## src/rtl/uart_gap_pkg.sv

```systemverilog
package uart_gap_pkg;
  localparam int WORD_W      = 32;
  localparam int EN_BIT      = 31;
  localparam int NUM_FLAGS   = 2;
  localparam int RX_IDLE_IDX = 0;
  localparam int TX_IDLE_IDX = 1;
endpackage

```

## src/rtl/gap_ctrl_reg.sv

```systemverilog
module gap_ctrl_reg
  import uart_gap_pkg::*;
#(
  parameter int CNT_W = 24
) (
  input  logic                clk,
  input  logic                rst,
  input  logic                wr_en,
  input  logic [WORD_W-1:0]   wdata,
  output logic                enable,
  output logic [CNT_W-1:0]    value,
  output logic [WORD_W-1:0]   rdata
);
  logic unused_rsvd;
  assign unused_rsvd = ^wdata[EN_BIT-1:CNT_W];

  always_ff @(posedge clk) begin
    if (rst) begin
      enable <= 1'b0;
      value  <= '0;
    end else if (wr_en) begin
      enable <= wdata[EN_BIT];
      value  <= wdata[CNT_W-1:0];
    end
  end

  always_comb begin
    rdata              = '0;
    rdata[EN_BIT]      = enable;
    rdata[CNT_W-1:0]   = value;
  end
endmodule

```

## src/rtl/gap_counter.sv

```systemverilog
module gap_counter #(
  parameter int CNT_W = 24
) (
  input  logic             clk,
  input  logic             rst,
  input  logic             enable,
  input  logic [CNT_W-1:0] limit,
  input  logic             stop_seen,
  input  logic             start_seen,
  output logic             expire,
  output logic             timeout
);
  logic             running;
  logic [CNT_W-1:0] count;

  // Fires when the running count reaches the programmed limit this cycle.
  assign expire = enable && running && !stop_seen && !start_seen && (count == limit);

  always_ff @(posedge clk) begin
    if (rst) begin
      running <= 1'b0;
      count   <= '0;
      timeout <= 1'b0;
    end else begin
      timeout <= expire;
      if (!enable) begin
        running <= 1'b0;
        count   <= '0;
      end else if (stop_seen) begin
        running <= 1'b1;
        count   <= '0;
      end else if (start_seen || expire) begin
        running <= 1'b0;
        count   <= '0;
      end else if (running) begin
        count   <= count + 1'b1;
      end
    end
  end
endmodule

```

## src/rtl/tx_idle_detect.sv

```systemverilog
module tx_idle_detect (
  input  logic clk,
  input  logic rst,
  input  logic fifo_empty,
  input  logic shift_busy,
  output logic went_idle
);
  logic active_now;
  logic active_q;

  assign active_now = !fifo_empty || shift_busy;
  assign went_idle  = active_q && !active_now;

  always_ff @(posedge clk) begin
    if (rst) active_q <= 1'b0;
    else     active_q <= active_now;
  end
endmodule

```

## src/rtl/sticky_flag.sv

```systemverilog
module sticky_flag (
  input  logic clk,
  input  logic rst,
  input  logic set,
  input  logic clr,
  output logic q
);
  always_ff @(posedge clk) begin
    if (rst)      q <= 1'b0;
    else if (set) q <= 1'b1;
    else if (clr) q <= 1'b0;
  end
endmodule

```

## src/rtl/uart_gap_timer.sv

```systemverilog
module uart_gap_timer
  import uart_gap_pkg::*;
#(
  parameter int CNT_W = 24
) (
  input  logic                 clk,
  input  logic                 rst,
  input  logic                 cfg_wr_en,
  input  logic [WORD_W-1:0]    cfg_wdata,
  output logic [WORD_W-1:0]    cfg_rdata,
  input  logic                 sts_wr_en,
  input  logic [NUM_FLAGS-1:0] sts_wdata,
  output logic [NUM_FLAGS-1:0] sts_rdata,
  input  logic                 rx_stop_bit,
  input  logic                 rx_start_bit,
  input  logic                 tx_fifo_empty,
  input  logic                 tx_shift_busy,
  output logic                 gap_timeout
);
  logic             enable;
  logic [CNT_W-1:0] limit;
  logic             rx_expire;
  logic             tx_went_idle;
  logic [NUM_FLAGS-1:0] flag_set;

  gap_ctrl_reg #(.CNT_W(CNT_W)) u_ctrl (
    .clk(clk), .rst(rst), .wr_en(cfg_wr_en), .wdata(cfg_wdata),
    .enable(enable), .value(limit), .rdata(cfg_rdata)
  );

  gap_counter #(.CNT_W(CNT_W)) u_cnt (
    .clk(clk), .rst(rst), .enable(enable), .limit(limit),
    .stop_seen(rx_stop_bit), .start_seen(rx_start_bit),
    .expire(rx_expire), .timeout(gap_timeout)
  );

  tx_idle_detect u_txd (
    .clk(clk), .rst(rst), .fifo_empty(tx_fifo_empty),
    .shift_busy(tx_shift_busy), .went_idle(tx_went_idle)
  );

  always_comb begin
    flag_set              = '0;
    flag_set[RX_IDLE_IDX] = rx_expire;
    flag_set[TX_IDLE_IDX] = tx_went_idle;
  end

  for (genvar i = 0; i < NUM_FLAGS; i++) begin : g_flag
    sticky_flag u_flag (
      .clk(clk), .rst(rst), .set(flag_set[i]),
      .clr(sts_wr_en && sts_wdata[i]), .q(sts_rdata[i])
    );
  end
endmodule

```

## config.mk

```make
export PLATFORM = sky130hd
export DESIGN_NAME = uart_gap_timer
export DESIGN_NICKNAME = d
export VERILOG_FILES = /design/src/rtl/uart_gap_pkg.sv /design/src/rtl/gap_ctrl_reg.sv /design/src/rtl/gap_counter.sv /design/src/rtl/tx_idle_detect.sv /design/src/rtl/sticky_flag.sv /design/src/rtl/uart_gap_timer.sv
export SDC_FILE = /design/constraint.sdc
export NUM_CORES = 1
export LEC_CHECK = 0
export BUFFER_PORTS_ARGS = -buffer_cell sky130_fd_sc_hd__buf_2
export CELL_PAD_IN_SITES_DETAIL_PLACEMENT = 1
export CELL_PAD_IN_SITES_GLOBAL_PLACEMENT = 1
export CORE_MARGIN = 3
export CORE_UTILIZATION = 38
export DETAILED_ROUTE_END_ITERATION = 8
export HOLD_SLACK_MARGIN = 0.02
export PLACE_DENSITY_LB_ADDON = 0.1
export SYNTH_ARGS = -nofsm -noshare
export SYNTH_HDL_FRONTEND = slang
export SYNTH_SLANG_ARGS = --single-unit
```

## constraint.sdc

```tcl
create_clock -name clk -period 2.25 [get_ports clk]
set_input_delay 0.1125 -clock clk [delete_from_list [all_inputs] [get_ports clk]]
set_output_delay 0.1125 -clock clk [all_outputs]
set_load 0.02 [all_outputs]
```

Word level (Yosys, flattened, before mapping)

Index checks and enable logic that the tools add are counted.

Register bits: 54
Bits in latches: 0
Bits in writable memories: 0
Memory bits (read-only): 0
Input bits: 42
Output and inout port bits: 35
Logic and storage cells: 35
Memories kept: 0

Add/sub/neg operators: 1
Multiply operators: 0
Divide/modulo/power cells: 0
Order comparisons: 0
Eq/ne operators: 1
Shift operators: 0
Multiplexer cells: 6
Bitwise logic cells: 1
Reduce and logical (&&, ||, !) cells: 18

Operators by type and width:

| cell                    | count |
|---|---|
| $add A24 B1 Y24 const B | 1 |
| $eq A24 B24 Y1          | 1 |
| $logic_and A1 B1 Y1     | 7 |
| $mux W1                 | 6 |
| $reduce_bool A2 Y1      | 3 |
| $logic_not A1 Y1        | 4 |
| $reduce_or A4 Y1        | 1 |
| $logic_or A1 B1 Y1      | 2 |
| $reduce_or A2 Y1        | 1 |
| $not A1 Y1              | 1 |

Longest topological paths before layout

Depth after elaboration: 7
Depth in mapped cells: 7
Gate-level depth less buffers: 6

Cells and area by module

From an unflattened synthesis, not the netlist that was laid out.

Cells, all modules: 289
Area, all modules: 2710.1 um2

By module, submodules not included:

| module         | times used | cells each | area an instance (um2) | seq. area each (um2) |
|---|---|---|---|---|
| gap_counter    | 1          | 161        | 1431.4                 | 520.5 |
| gap_ctrl_reg   | 1          | 114        | 1153.6                 | 500.5 |
| sticky_flag    | 2          | 4          | 38.8                   | 20.0 |
| tx_idle_detect | 1          | 4          | 35.0                   | 20.0 |
| uart_gap_timer | 1          | 2          | 12.5                   | 0.0 |

Worst setup path after synthesis

No wires, ideal clock.

Kind: flip-flop to flip-flop
From: register u_cnt.count[0]
To: register u_cnt.count[20]
Arrival time: 1.431 ns
Data required time: 2.129 ns
Setup slack: 0.698 ns
Stages on the path, launching flop included: 7
Path buffers: 0
Period minus slack after synthesis: 1.552 ns
Cells stage by stage: dfxtp_1 > ha_1 > nand3_1 > nor4_4 > nand4_1 > xor2_1 > nor2_1

Word-level cells in the longest chain between the ends: 4

Ends and longest elaborated chain:

| what                                                    | RTL line          | text |
|---|---|---|
| from (decl)                                             | gap_counter.sv:14 | `logic [CNT_W-1:0] count;` |
| from (signal assigned)                                  | gap_counter.sv:36 | `count <= count + 1'b1;` |
| branches (longest 4 deep; another with $add A24 B1 Y24) | --                |  |

Parallel ways; which one is timed is not known.
A chain may end at the register's enable or synchronous reset.

Worst setup path in the final report

From: register u_ctrl.value[5]
To: register u_cnt.running

Word-level cells in the longest chain between the ends: 4

Ends and longest elaborated chain:

| what                         | RTL line           | text |
|---|---|---|
| from (decl)                  | gap_ctrl_reg.sv:11 | `output logic [CNT_W-1:0] value,` |
| from (signal assigned)       | gap_ctrl_reg.sv:23 | `value <= wdata[CNT_W-1:0];` |
| $eq A24 B24 Y1               | gap_counter.sv:17  | `assign expire = enable && running && !stop_seen && !start_seen && (count == limit);` |
| $logic_and A1 B1 Y1          | gap_counter.sv:17  |  |
| $logic_or A1 B1 Y1           | gap_counter.sv:32  | `end else if (start_seen \|\| expire) begin` |
| $reduce_bool A2 Y1 (no line) | --                 |  |
| to (signal assigned)         | gap_counter.sv:21  | `running <= 1'b0;` |
| to (signal assigned)         | gap_counter.sv:30  | `running <= 1'b1;` |
| to (signal assigned)         | gap_counter.sv:33  | `running <= 1'b0;` |
| to (decl)                    | gap_counter.sv:13  | `logic running;` |

Every way passes these cells.

==> summary.md <==
| Metric | Value |
|---|---|
| Layout Nets | 357 |
| Largest family of logic cells by synthesized area | simple AND/OR/NAND/NOR gates |
| Hold Buf Count CTS | 0 |
| Share of the synthesized area in the top cell type | 43.5% |
| TritonCTS clock tree | done |
| Worst slew pin tran | roughly 0.75 ns |
| Most numerous cell in the Yosys netlist | nor2_1 |
| WS Path Type | reg -> reg |
| Setup TNS | 0 ns |
| # rows | 28 |
| Cells after Synth | 256 |
| DR DRC count | 0 |
| MaxCap Viol Count | 0 |
| Compound-Gate Fraction of Synth Area | ~1.5% |
| Unique masters post-synth | 29 |
| Post-DP HPWL | about 4300 um |
| Status | completed |
| Worst setup margin | approximately 0.42 ns |
| Pleak | roughly 0.0014 uW |
| Fmax | about 0.55 GHz |
| Ys Warns | 0 |
| Die Wd | 86.9 um |
| CP Data Arrival Time | a little over 2 ns |
| Die Span Y | about 87 um |
| Clock Sinks | 54 |
| CTS max path bufs | 2 |
| Area grow syn2layout | 17.2% |
| EDFF count, synth | 0 |
| Critical path endpoint category | flop |
| Synth Cell Area | between 0.002 and 0.0025 sq mm |
| Post-CTS Setup Repair Bufs | 0 |
| Root Driver | clkbuf_8 |
| DR vias | ~1900 |
| Mux share of post-synthesis cell area | 10.5% |
| Most common library cells after synthesis | nor2_1 (56), dfxtp_1 (54), xor2_1 (40), mux2i_1 (26) |
| CTS resizes | 0 |
| Syn avg cell area | between 9 and 10 sq um |
| Die area | between 0.007 and 0.008 sq mm |
| Largest net degree at the start of global routing | 33 |
| Drt pass-1 iters | 4 |
| Crit-path cells | xor2_1, nor4_1, nand4_1, or2_1, o2bb2ai_1 |
| Routed length per placed instance | 14.5 um |
| Slowest-stage cell, CP | nor4_1 |
| Gr usage total | about 16% |
| Global route total overflow | 0 |
| Port buffer count | 62 |
| DRT Wirelength | about 5600 um |
| Synth Area in Simple Gates | between 20% and 30% |
| Power Density | 632 mW/mm^2 |
| Core Area | approximately 0.0061 sq mm |
| Num CTS Buffers | 5 |
| Final Critical Period | 1.83 ns |
| Fin. Hold Viols | 0 |
| CP delay by family, top | simple AND/OR/NAND/NOR gates |
| Peak VDD IR | ~0.30 mV |
| Layout cells sized above 1 | between 20% and 30% |
| Final setup viols | 0 |
| Most used DFF post-synth | dfxtp_1 |
| Max-slew violations | 0 |
| Inserted Diodes | 0 |
| Crit path max fanout | 3 |
| CP bufs+invs | 0 |
| Vias per inst | 4.83 |
| Synth area leaders | dfxtp_1 (44%), xor2_1 (14%), mux2i_1 (10%) |
| Worst Path Required | 2.44 ns |
| Clock slew seen by the registers of the worst setup and hold paths | about 0.1 ns |
| Sequential share of the synthesized area | between 40% and 50% |
| Slowest cell delay on critical path | roughly 0.45 ns |
| Worst slack at placement | around 0.42 ns |
| Synthesized flop and latch total | 54 |
| Skew final | about 0.008 ns |
| Tcrit/Tclk final | between 80% and 90% |
| Post-route ant nets | 0 |
| FF-to-FF setup slack | about 0.42 ns |
| Asr flop ratio synth | 0% |
| Critical Path Start Type | flop |
| Synth Area in Adders | less than 1% |
| Initial antenna violation count | 0 |
| RSZ-0062 raised after global routing | no |
| First-pass GRT wire length | roughly 9500 um |
| GPL Wtd Cong | roughly 0.79 |
| Vias in the first global route | just under 2000 |
| H-tree depth | 2 |
| Iter 0 DRT Violations | 29 |
| Clock latency on the worst-skew pair | between 0.3 and 0.4 ns |
| Hold Path Class | in -> reg |
| Leading area contributor after synthesis | dfxtp_1 |
| I/O pin cnt | 77 |
| Max-slew headroom | just under 50% |
| Initial core utilization | around two fifths |
| Synth Area in XOR/XNOR | about 17% |
==> power by group <==
group,internal [uW],total [uW],switching (uW)
clock,311,626,314
sequential,984,1010,29.2
combinational,84.6,201,117
==> cell families (layout without fill, tap and decap cells) <==
family	after synthesis	in the layout
adder cells (fa/ha/maj)	1	1
AO/OA/AOI/OAI	4	4
other	1	7
multiplexers	26	26
AND/OR/NAND/NOR	102	102
flip-flops	54	54
buffers and inverters	21	74
XOR/XNOR	47	47
==> stage by stage <==
| stage | total power [uW] | hold slack, ns | cell area (sq um) | std cells | util [%] |
|---|---|---|---|---|---|
| 6_report | 1840 | 0.0290 | 2910 | 390 | 47.5 |
| 5_1_grt | 1930 | 0.0324 | 2910 | 390 | 47.5 |
| 4_1_cts | 1860 | 0.0315 | 2910 | 390 | 47.5 |
| 3_5_place_dp | 1240 | 0.356 | 2800 | 382 | 45.7 |
| 3_3_place_gp | 1240 | 0.335 | 2800 | 382 | 45.7 |
| 2_1_floorplan | 1170 | 0.243 | 2510 | 262 | - |
==> cells in the final DEF (no fill, tap or decap), drive strengths merged <==
master	n
a21oi	1
a22oi	1
and3	1
and4	3
buf	66
clkbuf	8
conb	7
dfxtp	54
ha	1
mux2i	26
nand2	11
nand3	7
nand4	11
nor2	56
nor2b	1
nor3	1
nor4	7
nor4b	1
nor4bb	2
o21ai	1
o2bb2ai	1
or2	1
xnor2	7
xor2	40
==> metal layers <==
metal,track usage (%),up-vias,wire [um]
met4,4.25,0,60
met3,3.88,6,341
met1,20.3,869,2670
met5,0,-,0
li1,-,950,-
met2,27.1,57,2570
==> final timing paths <==
check | from | end | depth (start not counted)
worst max register to register | u_ctrl.value[5]$_SDFFE_PP0P_ | u_cnt.running$_SDFFE_PP0P_ | 5
worst max-delay path | u_ctrl.value[5]$_SDFFE_PP0P_ | u_cnt.running$_SDFFE_PP0P_ | 5
worst min register to register | g_flag[0].u_flag.q$_SDFFE_PP0P_ | g_flag[0].u_flag.q$_SDFFE_PP0P_ | 2
worst min-delay path | cfg_wdata[1] | u_ctrl.value[1]$_SDFFE_PP0P_ | 3
==> worst register-to-register path, cell delays in order, from the launching register on <==
cell       delay, ns
dfxtp_1         0.34
xor2_1          0.17
nor4_1          0.45
nand4_1         0.29
or2_1           0.34
o2bb2ai_1       0.13
==> layout make-up <==
| cell class | instances | area [sq um] |
|---|---|---|
| Fill cell | 756 | 3220 |
| Multi-Input combinational cell | 187 | 1270 |
| Sequential cell | 54 | 1080 |
| Timing Repair Buffer | 66 | 353 |
| Clock buffer | 8 | 110 |
| Tap cell | 75 | 93.8 |
==> sequential cells by signal, indices dropped and copies added, names as in the netlist <==
register and cells:
u_cnt.count 24, u_cnt.timeout 1, u_ctrl.value 24, u_ctrl.enable 1, u_txd.active_q 1, u_cnt.running 1
g_flag.u_flag.q 2
No activity file was read; power rests on OpenSTA's default activity.
